[src/rtl/instr_pump.sv]
module instr_pump #(
  parameter int W         = 26,
  parameter int EF_DEPTH  = 8,
  parameter int IF_DEPTH  = 8,
  parameter int OS_BIT    = 23,
  parameter logic [1:0] TAIL_CODE = 2'b11
) (
  input  logic         clk,
  input  logic         rst_n,
  input  logic         in_valid,
  output logic         in_ready,
  input  logic [W-1:0] in_word,
  input  logic         olc_zero,
  input  logic         olc_cleared,
  output logic         od_valid,
  output logic [W-1:0] od_word,
  input  logic         od_done
);
  localparam int EPW = (EF_DEPTH > 1) ? $clog2(EF_DEPTH) : 1;
  localparam int IPW = (IF_DEPTH > 1) ? $clog2(IF_DEPTH) : 1;
  localparam int ECW = $clog2(EF_DEPTH + 1);
  localparam int ICW = $clog2(IF_DEPTH + 1);

  logic [W-1:0]   ef_mem [EF_DEPTH];
  logic [W-1:0]   if_mem [IF_DEPTH];
  logic [EPW-1:0] ef_rd, ef_wr;
  logic [IPW-1:0] if_rd, if_wr;
  logic [ECW-1:0] ef_cnt;
  logic [ICW-1:0] if_cnt;
  logic           sealed, req_pending, exec_seen;

  logic [W-1:0] ef_head, if_wdata;
  logic ef_push, head_tail, tail_pop, xfer, ef_pop;
  logic if_full, requeue, if_push, if_pop, retire;

  assign in_ready  = ef_cnt != ECW'(EF_DEPTH);
  assign ef_push   = in_valid && in_ready;
  assign ef_head   = ef_mem[ef_rd];
  assign head_tail = (ef_cnt != '0) && (ef_head[W-1:W-2] == TAIL_CODE);
  assign if_full   = if_cnt == ICW'(IF_DEPTH);
  assign tail_pop  = head_tail && !sealed;
  assign xfer      = (ef_cnt != '0) && !head_tail && !sealed && !if_full;
  assign ef_pop    = xfer || tail_pop;
  assign requeue   = od_valid && req_pending && sealed && !if_full;
  assign if_push   = xfer || requeue;
  assign if_wdata  = requeue ? od_word : ef_head;
  assign if_pop    = !od_valid && (if_cnt != '0);
  assign retire    = od_valid && (exec_seen || od_done) && (!req_pending || requeue);

  always_ff @(posedge clk) begin
    if (ef_push) ef_mem[ef_wr] <= in_word;
    if (if_push) if_mem[if_wr] <= if_wdata;
  end

  always_ff @(posedge clk) begin
    if (!rst_n) begin
      ef_rd <= '0; ef_wr <= '0; ef_cnt <= '0;
      if_rd <= '0; if_wr <= '0; if_cnt <= '0;
      sealed <= 1'b0;
    end else begin
      if (ef_push) ef_wr <= (ef_wr == EPW'(EF_DEPTH-1)) ? '0 : ef_wr + 1'b1;
      if (ef_pop)  ef_rd <= (ef_rd == EPW'(EF_DEPTH-1)) ? '0 : ef_rd + 1'b1;
      if (if_push) if_wr <= (if_wr == IPW'(IF_DEPTH-1)) ? '0 : if_wr + 1'b1;
      if (if_pop)  if_rd <= (if_rd == IPW'(IF_DEPTH-1)) ? '0 : if_rd + 1'b1;
      ef_cnt <= ef_cnt + ECW'(ef_push) - ECW'(ef_pop);
      if_cnt <= if_cnt + ICW'(if_push) - ICW'(if_pop);
      sealed <= tail_pop || (sealed && !olc_cleared);
    end
  end

  always_ff @(posedge clk) begin
    if (!rst_n) begin
      od_valid    <= 1'b0;
      od_word     <= '0;
      req_pending <= 1'b0;
      exec_seen   <= 1'b0;
    end else if (if_pop) begin
      od_valid    <= 1'b1;
      od_word     <= if_mem[if_rd];
      req_pending <= !olc_zero && !if_mem[if_rd][OS_BIT];
      exec_seen   <= 1'b0;
    end else if (retire) begin
      od_valid    <= 1'b0;
      req_pending <= 1'b0;
      exec_seen   <= 1'b0;
    end else if (od_valid) begin
      if (od_done) exec_seen   <= 1'b1;
      if (requeue) req_pending <= 1'b0;
    end
  end
endmodule

[config.mk]
export PLATFORM = sky130hd
export DESIGN_NAME = instr_pump
export DESIGN_NICKNAME = d
export VERILOG_FILES = /design/src/rtl/instr_pump.sv
export SDC_FILE = /design/constraint.sdc
export NUM_CORES = 1
export LEC_CHECK = 0
export BUFFER_PORTS_ARGS = -buffer_cell sky130_fd_sc_hd__buf_2
export CAP_MARGIN = 20
export CORE_ASPECT_RATIO = 0.6
export CORE_MARGIN = 3
export CORE_UTILIZATION = 35
export CTS_CLUSTER_DIAMETER = 50
export DETAILED_ROUTE_END_ITERATION = 10
export GPL_TIMING_DRIVEN = 0
export HOLD_SLACK_MARGIN = 0.03
export PLACE_DENSITY = 0.6
export SETUP_SLACK_MARGIN = 0.15
export SKIP_LAST_GASP = 1
export SLEW_MARGIN = 15
export SYNTH_ARGS = -nofsm -noshare
export SYNTH_HDL_FRONTEND = slang
export SYNTH_SLANG_ARGS = --single-unit
[constraint.sdc]
create_clock -name clk -period 4.7 [get_ports clk]
set_input_delay 0.705 -clock clk [delete_from_list [all_inputs] [get_ports clk]]
set_output_delay 0.705 -clock clk [all_outputs]
set_load 0.02 [all_outputs]
==> metrics.md <==
| Metric | Value |
|---|---|
| Outcome | complete, no violations |
| Die area | 55300 um2 |
| CTS Hold Bufs | 0 |
| RSZ-0062 raised after global routing | no |
| Most common cell after layout, fill and taps aside | edfxtp_1 |
| Sequential area share after synthesis | 0.742 |
| Synth Instances | 926 |
| Iteration-0 DRC Markers | 882 |
| Setup_tns | 0 ns |
| Antenna cells | 0 |
| Ports | 60 |
| Via-to-Cell Ratio | 5.11 |
| Post-Syn Area | 18300 um2 |
| Via count | 9149 |
| Peak Freq | 0.278 GHz |
| Die width | 301 um |
| Met3 wire len | 2.63 mm |
| Die Y | 183 um |
| Top Metal Used | met5 |
| TritonCTS buffer count | 41 |
| #FFs+latches synth | 472 |
| Clk slew on worst S/H paths | 0.07 ns |
| Remaining antenna violation count after routing | 0 |
| Final Hold Vio Count | 0 |
| Type of element capturing the critical path | register |
| Post_cts resized | 0 |
| Syn avg cell area | 19.8 um2 |
| Initial antenna violation count | 1 |
| Clk root buf | clkbuf_16 |
| Metal-1 WL | 19.7 mm |
| Total gr overflow | 0 |
| CP Launch Type | register |
| Core area | 51300 um2 |
| FP Rows | 64 |
| WL final | 41.2 mm |
| Share of cells above drive strength 1 | 0.273 |
| IO buf count | 58 |
| DRC | 0 |
| Worst VDD drop | 0.285 mV |
| Fin crit period | 3.60 ns |
| # nets final | 1123 |
| Worst EP required | 5.14 ns |
| Number of synthesized flops with an enable pin | 416 |
| Total power | 0.0128 W |
| Crit path arrival time | 4.03 ns |
| Initial core utilization | 0.357 |
| Final WS setup | 1.10 ns |
| Clk sinks | 472 |
| CTS tree | done |
| Setup Buffers After CTS | 0 |
| Most frequent cells in the layout | 416 x edfxtp_1, 104 x mux4_2, 71 x nand2_1, 71 x buf_2, 56 x dfxtp_1 |
| Power Density | 598 nW/um2 |
| Type of the worst setup path | register to register |
| Drt wl/cell | 23.0 um |
| First-pass GRT wire length | 61.5 mm |
| Dpl hpwl | 28.6 mm |
| Final worst-path cycle share | 0.765 |
| Largest net degree at the start of global routing | 25 |
| Max-slew violation count | 0 |
| Vias in the first global route | 9177 |
| Synth cell types | 49 |
| Post-Place Worst Slack | 1.18 ns |
| H-tree levels | 2 |
| Routability cong. | 0.734 |
| Primary FF master, synth | edfxtp_1 |
| Clock skew | 0.0121 ns |
| Area contributors post-synth | edfxtp_1 68%, mux4_2 13%, dfxtp_1 6.1% |
| P_leak | 7.03 nW |
| FFs w/ async S/R, synth | 0 |
| Max-Cap Viols | 0 |
| Drt first pass iters | 5 |
| Mapped Nets | 980 |
| Area growth, synth to finish | 16.3% |
| Min-delay worst type | primary input to register |
| Synth warnings | 0 |
| Met2 Wirelength | 18.3 mm |
| Slew @ Worst Pin | 1.02 ns |
| Synth area leader | edfxtp_1 |
| Crit-path max FO | 10 |
| Slew Limit Headroom | 0.320 |
| Overall global routing resource usage | 0.151 |
| Top cell type's share of synthesized area | 0.681 |
| Clk_lat worst skew | 0.54 ns |
| Final setup fails | 0 |
| Maximum clock insertion buffer count | 3 |
[final cells by class]
cell class              instances  area, um2
multi-input cells             389       4550
clock buffers                  56       1120
plain buffers                  50        218
flip-flops and latches        472      13600
repair buffers                100        756
well taps                     693        867
inverters                      15       56.3
clock inverters                15        154
fillers                      4510      30000
[cell usage after synthesis, types with 8 or more instances]
| library cell | number |
|---|---|
| mux4_2 | 104 |
| edfxtp_1 | 416 |
| and2_1 | 9 |
| clkbuf_1 | 30 |
| a21oi_1 | 9 |
| ha_1 | 20 |
| dfxtp_1 | 56 |
| inv_1 | 13 |
| buf_2 | 12 |
| nand2_1 | 71 |
| mux2i_1 | 55 |
| o21ai_1 | 26 |
| nor2_1 | 8 |
| o211a_1 | 25 |
[sequential cells by signal (all words and copies together), names as in the netlist, named ones only]
name,flops
ef_mem,208
if_mem,208
od_word,26
ef_cnt,4
if_cnt,4
ef_rd,3
ef_wr,3
if_rd,3
if_wr,3
exec_seen,1
od_valid,1
req_pending,1
sealed,1
[layer usage]
metal  global-route usage  vias up
li1                     -     4023
met1                0.231     4806
met2                0.222      266
met3               0.0319       52
met4               0.0304        2
met5                    0        -
[where the power goes]
| group | internal, W | switching (W) | leakage [nW] |
|---|---|---|---|
| registers | 0.00547 | 0.000229 | 4.24 |
| logic | 0.00153 | 0.00225 | 2.17 |
| clock network | 0.00184 | 0.00145 | 0.627 |
| total | 0.00884 | 0.00393 | 7.03 |
[critical path, cell delays in order (launching register included)]
cell and delay, ns:
dfxtp_1 0.31, inv_1 0.07, ha_1 0.20, a21o_1 0.24, inv_1 0.12, clkbuf_1 0.45
buf_1 0.76, ha_1 0.38, inv_1 0.06, ha_1 0.15, inv_1 0.06, fa_1 0.41
xnor2_1 0.13, and2_1 0.15
[metrics by stage]
| step | cell area, um2 | util | hold WS, ns | cells |
|---|---|---|---|---|
| 4_1_cts | 21300 | 0.416 | 0.407 | 1790 |
| 3_3_place_gp | 19500 | 0.380 | 0.488 | 1677 |
| 6_report | 21300 | 0.416 | 0.432 | 1790 |
| 2_1_floorplan | 18300 | - | 0.458 | 926 |
| 3_5_place_dp | 20100 | 0.391 | 0.504 | 1719 |
| 5_1_grt | 21300 | 0.416 | 0.431 | 1790 |
[cell families (layout without fill, tap and decap cells)]
| kind of cell | after synthesis | count (layout) | share of synthesized area |
|---|---|---|---|
| compound gates | 78 | 78 | 0.0305 |
| xor+xnor | 4 | 4 | 0.00191 |
| flops | 472 | 472 | 0.742 |
| buf+inv | 65 | 236 | 0.0149 |
| simple gates | 124 | 124 | 0.0342 |
| fa+ha+maj | 22 | 22 | 0.0158 |
| mux | 161 | 161 | 0.160 |
[path summary, 6_finish.rpt]
kind                   start           end  slack (ns)  depth (start not counted)
setup / recovery   if_cnt[2]     if_cnt[2]        1.10                         13
hold reg to reg     if_rd[2]      if_rd[2]        0.51                          2
hold / removal    in_word[7]  ef_mem[4][7]        0.43                          1
setup reg to reg   if_cnt[2]     if_cnt[2]        1.10                         13
Note: power is estimated with default switching activity, not from simulation.
